`src/rtl/cct_pkg.sv`:
```
package cct_pkg;
    localparam int CNT_W  = 16;
    localparam int BYTE_W = 8;
    localparam int CH_N   = 2;
    localparam int ADDR_W = 4;

    localparam logic [ADDR_W-1:0] A_LIM_H = 4'd0;
    localparam logic [ADDR_W-1:0] A_LIM_L = 4'd1;
    localparam logic [ADDR_W-1:0] A_CNT_H = 4'd2;
    localparam logic [ADDR_W-1:0] A_CNT_L = 4'd3;
    localparam logic [ADDR_W-1:0] A_CH_BASE = 4'd4;
    localparam int                CH_STRIDE = 3;

    typedef struct packed {
        logic       flag;
        logic       ie;
        logic       ms_b;
        logic       ms_a;
        logic [1:0] els;
        logic       tov;
        logic       full;
    } chan_ctl_t;
endpackage

```
`src/rtl/cct_counter.sv`:
```
module cct_counter #(
    parameter int W = 16
) (
    input  logic         clk,
    input  logic         rst_n,
    input  logic         clr_i,
    input  logic [W-1:0] lim_i,
    output logic [W-1:0] cnt_o,
    output logic         wrap_o
);
    typedef struct packed {
        logic [W-1:0] cnt;
    } cnt_state_t;

    cnt_state_t st_q, st_d;

    always_comb begin
        st_d   = st_q;
        wrap_o = (st_q.cnt == lim_i) && !clr_i;
        if (clr_i)       st_d.cnt = '0;
        else if (wrap_o) st_d.cnt = '0;
        else             st_d.cnt = st_q.cnt + 1'b1;
    end

    always_ff @(posedge clk or negedge rst_n) begin
        if (!rst_n) st_q <= '0;
        else        st_q <= st_d;
    end

    assign cnt_o = st_q.cnt;

    AST_WRAP_TO_ZERO: assert property (@(posedge clk) disable iff (!rst_n)
        wrap_o |=> (cnt_o == '0));
    AST_CLEAR_STROBE: assert property (@(posedge clk) disable iff (!rst_n)
        clr_i |=> (cnt_o == '0));
    AST_STEP_ONE: assert property (@(posedge clk) disable iff (!rst_n)
        (!clr_i && !wrap_o) |=> (cnt_o == $past(cnt_o) + 1'b1));
endmodule

```
`src/rtl/cct_channel.sv`:
```
module cct_channel
    import cct_pkg::*;
#(
    parameter int W     = 16,
    parameter bit HAS_B = 1'b1
) (
    input  logic         clk,
    input  logic         rst_n,
    input  logic [W-1:0] cnt_i,
    input  logic [W-1:0] lim_i,
    input  logic [W-1:0] cmp_i,
    input  logic         wrap_i,
    input  logic         slave_i,
    input  logic         ctl_we_i,
    input  logic         vh_we_i,
    input  logic         vl_we_i,
    input  logic [7:0]   wdata_i,
    input  logic         pin_i,
    output logic [7:0]   ctl_o,
    output logic [W-1:0] val_o,
    output logic         out_o,
    output logic         oe_o,
    output logic         irq_o,
    output logic         buf_o
);
    typedef struct packed {
        chan_ctl_t    ctl;
        logic [W-1:0] val;
        logic         pin_s;
        logic         pin_p;
        logic         out;
    } ch_state_t;

    ch_state_t st_q, st_d;
    logic rise, fall, is_cap, is_cmp, cap_hit, match, pwm, lvl;

    always_comb begin
        st_d    = st_q;
        rise    = st_q.pin_s & ~st_q.pin_p;
        fall    = ~st_q.pin_s & st_q.pin_p;
        is_cap  = !slave_i && !st_q.ctl.ms_b && !st_q.ctl.ms_a;
        is_cmp  = !slave_i && (st_q.ctl.ms_b || st_q.ctl.ms_a);
        cap_hit = is_cap && ((st_q.ctl.els[0] && rise) || (st_q.ctl.els[1] && fall));
        match   = is_cmp && (cnt_i == cmp_i);
        pwm     = st_q.ctl.tov && st_q.ctl.els[1];
        lvl     = st_q.ctl.els[0];

        st_d.pin_s = pin_i;
        st_d.pin_p = st_q.pin_s;

        if (ctl_we_i) begin
            st_d.ctl.ie   = wdata_i[6];
            st_d.ctl.ms_b = HAS_B ? wdata_i[5] : 1'b0;
            st_d.ctl.ms_a = wdata_i[4];
            st_d.ctl.els  = wdata_i[3:2];
            st_d.ctl.tov  = wdata_i[1];
            st_d.ctl.full = wdata_i[0];
            if (!wdata_i[7]) st_d.ctl.flag = 1'b0;
        end
        if (vh_we_i) st_d.val[W-1:8] = wdata_i[W-9:0];
        if (vl_we_i) st_d.val[7:0]   = wdata_i;
        if (cap_hit) st_d.val = cnt_i;
        if (cap_hit || match) st_d.ctl.flag = 1'b1;

        if (is_cmp) begin
            if (st_q.ctl.els[1] && st_q.ctl.full) begin
                st_d.out = ~lvl;
            end else if (pwm && wrap_i) begin
                st_d.out = (cmp_i <= lim_i) ? ~lvl : lvl;
            end else if (match) begin
                unique case (st_q.ctl.els)
                    2'b01:   st_d.out = ~st_q.out;
                    2'b10:   st_d.out = 1'b0;
                    2'b11:   st_d.out = 1'b1;
                    default: st_d.out = st_q.out;
                endcase
            end else if (wrap_i && st_q.ctl.tov) begin
                st_d.out = ~st_q.out;
            end
        end
    end

    always_ff @(posedge clk or negedge rst_n) begin
        if (!rst_n) st_q <= '0;
        else        st_q <= st_d;
    end

    assign ctl_o = st_q.ctl;
    assign val_o = st_q.val;
    assign out_o = st_q.out;
    assign oe_o  = is_cmp && (st_q.ctl.els != 2'b00);
    assign irq_o = st_q.ctl.flag & st_q.ctl.ie;
    assign buf_o = st_q.ctl.ms_b;

    AST_CAPTURE_LATCH: assert property (@(posedge clk) disable iff (!rst_n)
        cap_hit |=> (val_o == $past(cnt_i)));
    AST_FLAG_ON_MATCH: assert property (@(posedge clk) disable iff (!rst_n)
        (match || cap_hit) |=> ctl_o[7]);
    AST_FLAG_STICKY: assert property (@(posedge clk) disable iff (!rst_n)
        (ctl_o[7] && !ctl_we_i) |=> ctl_o[7]);
    AST_FULL_DUTY: assert property (@(posedge clk) disable iff (!rst_n)
        (is_cmp && st_q.ctl.full && st_q.ctl.els[1]) |=> (out_o == !$past(lvl)));
endmodule

```
`src/rtl/cct_top.sv`:
```
module cct_top
    import cct_pkg::*;
(
    input  logic              clk,
    input  logic              rst_n,
    input  logic              cnt_clr_i,
    input  logic [ADDR_W-1:0] bus_addr_i,
    input  logic              bus_we_i,
    input  logic [7:0]        bus_wdata_i,
    output logic [7:0]        bus_rdata_o,
    input  logic [CH_N-1:0]   cap_pin_i,
    output logic [CH_N-1:0]   cmp_pin_o,
    output logic [CH_N-1:0]   cmp_oe_o,
    output logic [CH_N-1:0]   irq_o
);
    typedef struct packed {
        logic [CNT_W-1:0] lim;
        logic [CNT_W-1:0] act;
        logic             sel;
    } top_state_t;

    top_state_t st_q, st_d;
    logic [CNT_W-1:0] cnt;
    logic             wrap;
    logic [7:0]       ch_ctl [CH_N];
    logic [CNT_W-1:0] ch_val [CH_N];
    logic [CNT_W-1:0] ch_cmp [CH_N];
    logic [CH_N-1:0]  ctl_we, vh_we, vl_we, buf_bits;
    logic             buf_on;

    assign buf_on = buf_bits[0];

    cct_counter #(.W(CNT_W)) u_cnt (
        .clk(clk), .rst_n(rst_n), .clr_i(cnt_clr_i), .lim_i(st_q.lim),
        .cnt_o(cnt), .wrap_o(wrap)
    );

    for (genvar i = 0; i < CH_N; i++) begin : g_ch
        localparam logic [ADDR_W-1:0] BASE = A_CH_BASE + ADDR_W'(i * CH_STRIDE);
        assign ctl_we[i] = bus_we_i && (bus_addr_i == BASE);
        assign vh_we[i]  = bus_we_i && (bus_addr_i == BASE + 4'd1);
        assign vl_we[i]  = bus_we_i && (bus_addr_i == BASE + 4'd2);
        assign ch_cmp[i] = (i == 0 && buf_on) ? st_q.act : ch_val[i];

        cct_channel #(.W(CNT_W), .HAS_B(i == 0)) u_ch (
            .clk(clk), .rst_n(rst_n), .cnt_i(cnt), .lim_i(st_q.lim),
            .cmp_i(ch_cmp[i]), .wrap_i(wrap), .slave_i(i != 0 && buf_on),
            .ctl_we_i(ctl_we[i]), .vh_we_i(vh_we[i]), .vl_we_i(vl_we[i]),
            .wdata_i(bus_wdata_i), .pin_i(cap_pin_i[i]),
            .ctl_o(ch_ctl[i]), .val_o(ch_val[i]), .out_o(cmp_pin_o[i]),
            .oe_o(cmp_oe_o[i]), .irq_o(irq_o[i]), .buf_o(buf_bits[i])
        );
    end

    always_comb begin
        st_d = st_q;
        if (bus_we_i && bus_addr_i == A_LIM_H) st_d.lim[CNT_W-1:8] = bus_wdata_i;
        if (bus_we_i && bus_addr_i == A_LIM_L) st_d.lim[7:0]       = bus_wdata_i;
        if (vl_we[0]) st_d.sel = 1'b0;
        if (vl_we[1]) st_d.sel = 1'b1;
        if (!buf_on)   st_d.act = ch_val[0];
        else if (wrap) st_d.act = st_q.sel ? ch_val[1] : ch_val[0];
    end

    always_ff @(posedge clk or negedge rst_n) begin
        if (!rst_n) st_q <= '{lim: '1, act: '0, sel: 1'b0};
        else        st_q <= st_d;
    end

    always_comb begin
        bus_rdata_o = 8'h00;
        unique case (bus_addr_i)
            A_LIM_H: bus_rdata_o = st_q.lim[CNT_W-1:8];
            A_LIM_L: bus_rdata_o = st_q.lim[7:0];
            A_CNT_H: bus_rdata_o = cnt[CNT_W-1:8];
            A_CNT_L: bus_rdata_o = cnt[7:0];
            4'd4:    bus_rdata_o = ch_ctl[0];
            4'd5:    bus_rdata_o = ch_val[0][CNT_W-1:8];
            4'd6:    bus_rdata_o = ch_val[0][7:0];
            4'd7:    bus_rdata_o = ch_ctl[1];
            4'd8:    bus_rdata_o = ch_val[1][CNT_W-1:8];
            4'd9:    bus_rdata_o = ch_val[1][7:0];
            default: bus_rdata_o = 8'h00;
        endcase
    end

    AST_BUF_HOLD: assert property (@(posedge clk) disable iff (!rst_n)
        (buf_on && !wrap) |=> $stable(st_q.act));
    AST_SLAVE_QUIET: assert property (@(posedge clk) disable iff (!rst_n)
        (buf_on && !ctl_we[1] && !ch_ctl[1][7]) |=> !ch_ctl[1][7]);
endmodule

```
`config.mk`:
```
export PLATFORM = sky130hd
export DESIGN_NAME = cct_top
export DESIGN_NICKNAME = d
export VERILOG_FILES = /design/src/rtl/cct_pkg.sv /design/src/rtl/cct_counter.sv /design/src/rtl/cct_channel.sv /design/src/rtl/cct_top.sv
export SDC_FILE = /design/constraint.sdc
export NUM_CORES = 1
export LEC_CHECK = 0
export ABC_AREA = 1
export BUFFER_PORTS_ARGS = -buffer_cell sky130_fd_sc_hd__buf_2
export CORE_MARGIN = 8
export CORE_UTILIZATION = 50
export DETAILED_ROUTE_END_ITERATION = 8
export PLACE_DENSITY = 0.7
export SLEW_MARGIN = 20
export SYNTH_ARGS = -nofsm -noshare
export SYNTH_HDL_FRONTEND = slang
export SYNTH_SLANG_ARGS = --single-unit
```
`constraint.sdc`:
```
create_clock -name clk -period 2.4 [get_ports clk]
set_clock_uncertainty 0.15 [all_clocks]
set_input_delay 0.36 -clock clk [delete_from_list [all_inputs] [get_ports clk]]
set_output_delay 0.36 -clock clk [all_outputs]
set_load 0.02 [all_outputs]
```
==> metrics.md, run 1 <==
| Metric | Value |
|---|---|
| Vias in the first global route | `7072` |
| Post-Synth Adder-Cell Area | `6.46%` |
| CTS max path bufs | `2` |
| Critical Path End Type | `output port` |
| First-pass GRT wire length | `40.6 mm` |
| Overall Power | `0.00656 W` |
| Status | `finished clean` |
| Number of distinct library cells after synthesis | `41` |
| Compound-Gate Fraction of Synth Area | `15.8%` |
| Syn nets | `1056` |
| CTS buffer count | `9` |
| Grt ovf | `0` |
| Overall Global Routing Usage | `29.5%` |
| Final cell count without fillers | `1270` |
| Die ar. | `0.0184 mm²` |
| Register area share after synthesis | `35.9%` |
| Final nets | `1140` |
| Tightest Hold Check Type | `primary input to flop` |
| EDFF count, synth | `0` |
| WL/cell | `21.1 µm` |
| Area fraction of the dominant cell type after synthesis | `30.0%` |
| Final setup margin | `0.0539 ns` |
| Critical path type | `flop to output port` |
| Period utilisation layout | `97.8%` |
| Ys flop type | `dfrtp_1` |
| Post-synth top area cell | `dfrtp_1` |
| Fill count | `1330` |
| Pwr per Cell Area | `788 mW/mm²` |
| Worst EP arrival | `1.84 ns` |
| TritonRoute pass-1 iters | `6` |
| VDD IR max | `0.564 mV` |
| Fin. max-slew vios | `0` |
| # rows | `43` |
| Clk_lat worst skew | `0.36 ns` |
| Die extent in x | `136 µm` |
| Synth Cell Area | `0.00717 mm²` |
| CTS Sinks | `102` |
| Routability cong. | `1.05` |
| Synth Area in Simple Gates | `29.9%` |
| Port buffer count | `31` |
| Ys Warns | `0` |
| Fmax | `426 MHz` |
| CP Max Fanout | `4` |
| Leak pwr | `4.22 nW` |
| Ys async rst share | `100%` |
| RSZ-0062 raised after global routing | `true` |
| Startpoint Class | `flop` |
| Antenna cells | `0` |
| CTS tree | `built` |
| Area growth, synth to finish | `16.2%` |
| Core Region | `0.0139 mm²` |
| Max-Slew Margin vs Limit | `65.6%` |
| Die Y | `136 µm` |
| Final setup viols | `0` |
| Tmin final | `2.35 ns` |
| Io pins | `32` |
| Initial Util | `51.4%` |
| Via Count | `7548` |
| Vias per cell | `5.94` |
| Root Buffer | `clkbuf_16` |
| CP Data Required Time | `1.89 ns` |
| Setup Slack @ Placement | `0.0758 ns` |
| Mapped Cells | `1001` |
| Xor and xnor area share after synthesis | `2.32%` |
| Dominant cells by area after synthesis | `dfrtp_1, nand2_1, ha_1` |
| Final ANT Viol Nets | `0` |
| DP Wirelength | `21.2 mm` |
| Max-cap viol count | `0` |
| Multiplexer share of the synthesized area | `0%` |
| Post-Route WL | `26.8 mm` |
| Final hold violations | `0` |
| Pin slew with the least headroom to its limit | `0.515 ns` |
| Layout cell share with drive strength beyond 1 | `18.3%` |
| Initial drt markers | `917` |
| Largest net degree at the start of global routing | `37` |
| Seq cells post-synth | `102` |
| Syn avg cell area | `7.16 µm²` |
| H-tree depth | `3` |
| Placed cells | `1239` |
| Initial antenna violation count | `0` |
| Worst-path clk slew | `0.07 ns` |
| # DRC | `0` |
| Fin Setup TNS | `0 ns` |
| Main combinational cell family by area after synthesis | `simple AND/OR/NAND/NOR gates` |
-- flip-flops by register name, summed over array words and instances (netlist names) --
register	flops
g_ch.u_ch.out_o	2
g_ch.u_ch.val_o	32
st_q	33
g_ch.u_ch.ctl_o	14
u_cnt.cnt_o	16
g_ch.u_ch.st_d	2
g_ch.u_ch.st_q	2
g_ch.u_ch.buf_o	1
-- per-stage QoR --
stage	util (%)	hold WS (ns)	instance area (µm²)
2_1_floorplan	-	-0.0856	7170
3_3_place_gp	56.2	0.114	7830
3_5_place_dp	56.2	0.116	7830
4_1_cts	58.6	0.197	8160
5_1_grt	59.8	0.224	8330
6_report	59.8	0.199	8330
-- per-layer routing --
metal | global-route usage [%] | up-vias | part of all wire (%) | routed length, µm
met1 | 39.7 | 3533 | 42 | 11400
met4 | 14.1 | 0 | 4.7 | 1260
met3 | 8.01 | 93 | 10 | 2770
li1 | - | 3490 | - | -
met5 | 0 | - | 0 | 0
met2 | 43.0 | 432 | 43 | 11400
-- timing repair --
| item | CTS | global route |
|---|---|---|
| gates resized for setup | 3 | 31 |
| hold buffers | 3 | 0 |
| buffers inserted | 0 | 13 |
| endpoints found under the hold margin | 19 | 0 |
| setup endpoints to repair | 3 | 9 |
| pin swaps | 0 | 6 |
-- path summary, 6_finish.rpt --
check / start / to / slack, ns / depth (start not counted)
max in group asynchronous: rst_n / st_q[29] / 1.13 / 3
worst min-delay path: bus_wdata_i[7] / g_ch[1].u_ch.ctl_o[7] / 0.20 / 3
worst max register to register: g_ch[0].u_ch.buf_o / g_ch[0].u_ch.out_o / 0.13 / 14
min in group asynchronous: rst_n / g_ch[1].u_ch.val_o[2] / 0.27 / 2
worst max-delay path: u_cnt.cnt_o[3] / bus_rdata_o[3] / 0.05 / 6
worst min register to register: g_ch[0].u_ch.st_d[1] / g_ch[0].u_ch.st_q[1] / 0.25 / 0
-- area by class of cell --
cell class,instances,area (µm²),share of cell area (%)
well taps,180,225,2.70
repair buffers,106,766,9.19
clock inverters,4,55.1,0.661
multi-input cells,736,3940,47.3
clock buffers,12,246,2.96
flip-flops and latches,102,2580,31.0
inverters,130,514,6.17
-- cells in the mapped netlist (all sizes together), types with 3 or more instances --
master and n:
a221oi 8, a21oi 33, a31oi 4, xnor2 4, nand2 302, o2111ai 5, nand4 13, o21ai 61
nor4 3, nor2 117, o211ai 8, o21bai 3, buf 26, ha 37, o221ai 31, xor2 15
dfrtp 86, inv 129, nor3 13, o22ai 22, clkbuf 7, dfstp 16, nand3 52
-- worst max-delay path: stages (launching register included) --
cell and delay [ns]:
dfrtp_2 0.45, inv_4 0.10, buf_4 0.14, o22ai_1 0.07, nor4_1 0.31, o221ai_1 0.20, buf_4 0.20
-- cell families (layout without fill, tap and decap cells) --
logic type	count (synthesis)	in the layout
fa+ha+maj	37	37
buf+inv	163	252
flops	102	102
compound gates	179	179
xor+xnor	19	19
simple gates	501	501
-- placed cells by master, fill, tap and decap left out, types with 3 or more instances in the layout --
master	synthesis	routed
dfstp_2	16	16
dfrtp_2	0	8
nand3_2	4	4
o2111ai_1	5	5
ha_1	37	36
xor2_1	15	15
a221oi_1	8	7
dlygate4sd3_1	0	3
nor2_2	5	6
a31oi_1	4	4
nand2_2	4	5
inv_4	1	6
buf_2	13	28
a21oi_1	33	33
nor2_1	106	105
nor2_4	6	6
nand4_1	12	12
nor4_1	3	3
nor3_1	9	7
o211ai_1	8	8
clkbuf_16	0	9
nand2_1	298	297
o21ai_1	8	8
nor3_2	2	4
o22ai_1	22	22
nand3_1	47	47
inv_1	109	102
o21bai_1	3	3
xnor2_1	4	4
buf_4	11	72
o21ai_0	52	52
o221ai_1	31	31
dfrtp_1	86	78
inv_2	19	19
-- power breakdown --
part	internal [W]	switching, W	total (W)
sequential	0.00207	0.000326	0.00239
clock	0.000845	0.000691	0.00154
combinational	0.000938	0.00170	0.00263
No activity file was read; power rests on OpenSTA's default activity.
==> run 2: changes to the inputs <==
--- a/config.mk
+++ b/config.mk
@@ -9,6 +9,7 @@
 export BUFFER_PORTS_ARGS = -buffer_cell sky130_fd_sc_hd__buf_2
 export CORE_MARGIN = 8
 export CORE_UTILIZATION = 50
+export CTS_BUF_LIST = sky130_fd_sc_hd__clkbuf_16
 export DETAILED_ROUTE_END_ITERATION = 8
 export PLACE_DENSITY = 0.7
 export SLEW_MARGIN = 20
==> run 2 against run 1 <==
  * Total power decreased by 0.64%
  * Core utilization shrank 0.072 points
  * Highest routed layer unchanged
  * Sequential share of layout area barely moved
  * Count of clock-buffer cells in the layout down 3
  * Final cell count is the same
  * Non-clock buffer count did not move
  * Final area is 0.12% lower
==> metrics.md, run 2 (synthesized netlist as in run 1, its figures left out) <==
| Metric | Value |
|---|---|
| Status | `finished clean` |
| Die ar. | `0.0184 mm²` |
| RSZ-0062 raised after global routing | `true` |
| Max-cap viol count | `0` |
| Critical path type | `flop to output port` |
| Worst-path clk slew | `0.07 ns` |
| Antenna cells | `0` |
| Final core occ | `59.7%` |
| Cell area after layout | `0.00832 mm²` |
| # rows | `43` |
| Startpoint Class | `flop` |
| Initial antenna violation count | `0` |
| Final hold violations | `0` |
| CP Data Required Time | `1.89 ns` |
| DP Wirelength | `21.2 mm` |
| Commonest non-fill, non-tap cell in the layout | `nand2_1` |
| Via Count | `7506` |
| Grt ovf | `0` |
| Metal-1 WL | `11.3 mm` |
| Most frequent cells in the layout | `nand2_1, nor2_1, inv_1, dfrtp_1, buf_4` |
| Placed instance area | `0.00783 mm²` |
| Initial drt markers | `929` |
| Max-Slew Margin vs Limit | `65.3%` |
| Multi-input gate area | `0.00394 mm²` |
| Core Region | `0.0139 mm²` |
| Number of flip-flops in the largest register | `33` |
| Final ANT Viol Nets | `0` |
| Pwr per Cell Area | `783 mW/mm²` |
| Io pins | `32` |
| Root Buffer | `clkbuf_16` |
| WL/cell | `21.1 µm` |
| Critical path's top delay family | `compound AO/OA/AOI/OAI gates` |
| Fin. max-slew vios | `0` |
| H-tree depth | `3` |
| Layout cell share with drive strength beyond 1 | `18.3%` |
| Fmax | `427 MHz` |
| Vias in the first global route | `7069` |
| Critical Path End Type | `output port` |
| Met2 wire len | `11.4 mm` |
| Period utilisation layout | `97.6%` |
| CTS max path bufs | `2` |
| Clk_lat worst skew | `0.36 ns` |
| CTS buffer count | `9` |
| Worst EP arrival | `1.83 ns` |
| Pin slew with the least headroom to its limit | `0.519 ns` |
| Tightest Hold Check Type | `primary input to flop` |
| VDD IR max | `0.559 mV` |
| Largest stage delay on the critical path | `0.47 ns` |
| Port buffer count | `31` |
| Post-Route WL | `26.8 mm` |
| # DRC | `0` |
| Largest reg by FF count | `st_q` |
| Die Y | `136 µm` |
| Critical-path cell list | `inv_2, buf_4, o22ai_1, a221oi_1, o2111ai_1, buf_2` |
| WL met3 | `2.72 mm` |
| TritonRoute pass-1 iters | `6` |
| First-pass GRT wire length | `40.6 mm` |
| CP Max Fanout | `5` |
| CP bufs+invs | `3` |
| Hold slack | `0.196 ns` |
| CP max-delay cell | `dfrtp_2` |
| Tmin final | `2.34 ns` |
| Routability cong. | `1.05` |
| Die extent in x | `136 µm` |
| CTS tree | `built` |
| Area growth, synth to finish | `16.1%` |
| Final setup viols | `0` |
| Reg area | `0.00258 mm²` |
| Initial Util | `51.4%` |
| Fin Setup TNS | `0 ns` |
| Overall Global Routing Usage | `29.5%` |
| Fill count | `1331` |
| Highest metal layer with signal wires | `met4` |
| Largest net degree at the start of global routing | `37` |
| Final nets | `1140` |
| Vias per cell | `5.91` |
| CTS Sinks | `102` |
| Leak pwr | `4.22 nW` |
==> run 2: report_power, final <==
part	switching, W	total (W)	internal, W
clock	0.000692	0.00150	0.000805
combinational	0.00169	0.00263	0.000939
sequential	0.000325	0.00239	0.00207
total	0.00271	0.00652	0.00381
==> run 2: stage by stage <==
step	setup WS (ns)	total power, W	cells
after floorplan	0.408	0.00400	1001
final	0.0569	0.00652	1270
after CTS	0.0183	0.00637	1258
after detailed placement	0.0758	0.00489	1239
after global routing	-0.0523	0.00690	1270
after global placement	0.102	0.00486	1239
==> run 2: layer usage <==
| layer | vias to the layer above | track usage (%) |
|---|---|---|
| li1 | 3483 | - |
| met1 | 3487 | 39.7 |
| met2 | 436 | 43.0 |
| met3 | 100 | 8.01 |
| met4 | 0 | 14.1 |
| met5 | - | 0 |
==> run 2: what timing repair did <==
action,4_1_cts,5_1_grt
gates resized for setup,3,31
pin swaps,0,6
endpoints found under the setup margin,3,9
hold buffers,3,0
setup buffers,0,13
endpoints found under the hold margin,19,0
==> run 2: worst reg2reg max path, delay by kind of cell (launching register included) <==
family	cells	cell delay, ns
adders and majority gates	1	0.30
buffers and inverters	2	0.21
DFF	1	0.53
and+or+nand+nor	11	0.98
==> run 2: final timing paths <==
check                                startpoint                     to  slack, ns  cells after the start
max                              u_cnt.cnt_o[2]         bus_rdata_o[2]       0.06                      6
min                              bus_wdata_i[7]  g_ch[1].u_ch.ctl_o[7]       0.20                      3
max reg2reg                            st_q[30]     g_ch[1].u_ch.out_o       0.12                     14
min reg2reg                g_ch[0].u_ch.st_d[1]   g_ch[0].u_ch.st_q[1]       0.25                      0
max in group asynchronous                 rst_n               st_q[29]       1.13                      3
min in group asynchronous                 rst_n  g_ch[1].u_ch.val_o[2]       0.27                      2
==> run 2: area by class of cell <==
type / instances / area share, %
multi-input cells: 736 / 47.4
flip-flops and latches: 102 / 31.0
repair buffers: 106 / 9.20
inverters: 130 / 6.18
clock buffers: 9 / 2.71
well taps: 180 / 2.71
clock inverters: 7 / 0.797
==> run 3: changes to the inputs <==
--- a/config.mk
+++ b/config.mk
@@ -12,7 +12,8 @@
 export CTS_BUF_LIST = sky130_fd_sc_hd__clkbuf_16
 export DETAILED_ROUTE_END_ITERATION = 8
 export PLACE_DENSITY = 0.7
-export SLEW_MARGIN = 20
+export REMOVE_ABC_BUFFERS = 1
+export SLEW_MARGIN = 0
 export SYNTH_ARGS = -nofsm -noshare
 export SYNTH_HDL_FRONTEND = slang
 export SYNTH_SLANG_ARGS = --single-unit
==> run 3 against run 2 <==
  * Setup slack got worse by 0.044 ns
  * Register-to-register slack got worse by 0.06 ns
  * Final cell count fell by 0.94%
  * Via count fell by 0.80%
  * Critical endpoint is now bus_rdata_o[3]
==> metrics.md, run 3 (synthesized netlist as in run 1, its figures left out) <==
| Metric | Value |
|---|---|
| Largest reg by FF count | `st_q` |
| Initial antenna violation count | `0` |
| Largest net degree at the start of global routing | `43` |
| # rows | `43` |
| Via Count | `7446` |
| Worst-path clk slew | `0.08 ns` |
| Die extent in x | `136 µm` |
| Antenna cells | `0` |
| CP Max Fanout | `6` |
| VDD IR max | `0.519 mV` |
| # DRC | `0` |
| WL/cell | `21.4 µm` |
| Largest stage delay on the critical path | `0.50 ns` |
| Period utilisation layout | `99.4%` |
| DP Wirelength | `20.9 mm` |
| Max-cap viol count | `0` |
| Status | `finished clean` |
| Vias in the first global route | `6946` |
| CP bufs+invs | `2` |
| R2R Setup Slk | `0.06 ns` |
| Worst EP arrival | `1.88 ns` |
| Final nets | `1128` |
| Startpoint Class | `flop` |
| Critical path type | `flop to output port` |
| Pin slew with the least headroom to its limit | `0.617 ns` |
| CP Data Required Time | `1.89 ns` |
| Most frequent cells in the layout | `nand2_1, inv_1, nor2_1, dfrtp_1, buf_4` |
| CTS buffer count | `9` |
| Initial Util | `51.4%` |
| Fin. max-slew vios | `0` |
| Critical path's top delay family | `flip-flops` |
| CP max-delay cell | `dfrtp_1` |
| Critical-path cell list | `inv_2, o22ai_1, nor4_2, o221ai_1, buf_2` |
| TritonRoute pass-1 iters | `6` |
| Critical Path End Type | `output port` |
| Die ar. | `0.0184 mm²` |
| Pwr per Cell Area | `792 mW/mm²` |
| Grt ovf | `0` |
| Cell area after layout | `0.00838 mm²` |
| Port buffer count | `31` |
| Placed instance area | `0.00783 mm²` |
| Post-Route WL | `26.9 mm` |
| Tmin final | `2.39 ns` |
| Fmax | `419 MHz` |
| Layout cell share with drive strength beyond 1 | `18.9%` |
| Io pins | `32` |
| Initial drt markers | `934` |
| Final hold violations | `0` |
| Routability cong. | `1.05` |
| Leak pwr | `4.19 nW` |
| Overall Power | `0.00663 W` |
| Final setup viols | `0` |
| Max-Slew Margin vs Limit | `58.9%` |
| Clk_lat worst skew | `0.37 ns` |
| H-tree depth | `3` |
| Vias per cell | `5.92` |
| CTS tree | `built` |
| Root Buffer | `clkbuf_16` |
| Number of flip-flops in the largest register | `33` |
| Die Y | `136 µm` |
| CTS Sinks | `102` |
| Overall Global Routing Usage | `29.6%` |
| Area growth, synth to finish | `16.8%` |
| Final ANT Viol Nets | `0` |
| Tightest Hold Check Type | `primary input to flop` |
| First-pass GRT wire length | `40.7 mm` |
| Commonest non-fill, non-tap cell in the layout | `nand2_1` |
| CTS max path bufs | `2` |
| Core Region | `0.0139 mm²` |
| Final setup margin | `0.0132 ns` |
| Setup Slack @ Placement | `-0.0500 ns` |
run 3: repair_timing:
| item | in CTS | in global routing |
|---|---|---|
| hold buffers | 3 | 0 |
| pin swaps | 0 | 6 |
| endpoints found under the hold margin | 35 | 0 |
| endpoints found under the setup margin | 5 | 18 |
| setup buffers | 0 | 4 |
| gates resized for setup | 6 | 42 |
| cloned | 0 | 0 |
run 3: path summary, 6_finish.rpt:
kind / cells after the start / endpoint / start
max: 5 / bus_rdata_o[3] / u_cnt.cnt_o[11]
min: 3 / g_ch[0].u_ch.ctl_o[7] / bus_wdata_i[7]
max reg2reg: 13 / g_ch[0].u_ch.out_o / g_ch[0].u_ch.buf_o
min reg2reg: 0 / g_ch[1].u_ch.st_q[1] / g_ch[1].u_ch.st_d[1]
max in group asynchronous: 3 / g_ch[0].u_ch.buf_o / rst_n
min in group asynchronous: 2 / g_ch[1].u_ch.st_d[1] / rst_n
run 3: where the power goes:
part,switching [W],total (W),internal [W]
logic,0.00170,0.00265,0.000946
registers,0.000333,0.00240,0.00206
clock network,0.000752,0.00158,0.000833
total,0.00279,0.00663,0.00384
run 3: metal layers:
layer / track usage [%] / part of all wire, %
met4: 13.8 / 5.3
met1: 41.0 / 42
met5: 0 / 0
met3: 7.79 / 11
met2: 41.9 / 41
run 3: worst reg2reg max path, cell delays in order, from the launching register on:
cell and delay [ns]:
dfrtp_2 0.48, buf_8 0.16, nand2_1 0.10, nand2_2 0.11
ha_4 0.29, nand4_1 0.14, nor3_4 0.26, nand3_2 0.14
nand2_1 0.09, nand2_1 0.05, nand3_1 0.09, nand2_1 0.05
nor2_1 0.08, o21ai_1 0.07
run 3: area by class of cell:
cell class	instances	area (µm²)
fillers	1283	5560
multi-input cells	736	4050
flip-flops and latches	102	2580
repair buffers	94	696
inverters	130	508
clock buffers	9	225
well taps	180	225
clock inverters	7	91.3
run 3: metrics by stage:
| stage | hold WS [ns] | util [%] | TNS (ns) | std cells |
|---|---|---|---|---|
| after floorplan | -0.0856 | - | -0.579 | 968 |
| after global placement | 0.233 | 56.2 | -0.0534 | 1235 |
| after detailed placement | 0.234 | 56.2 | -0.0500 | 1235 |
| after CTS | 0.161 | 58.7 | 0 | 1254 |
| after global routing | 0.178 | 60.1 | -0.0189 | 1258 |
| final | 0.168 | 60.1 | 0 | 1258 |
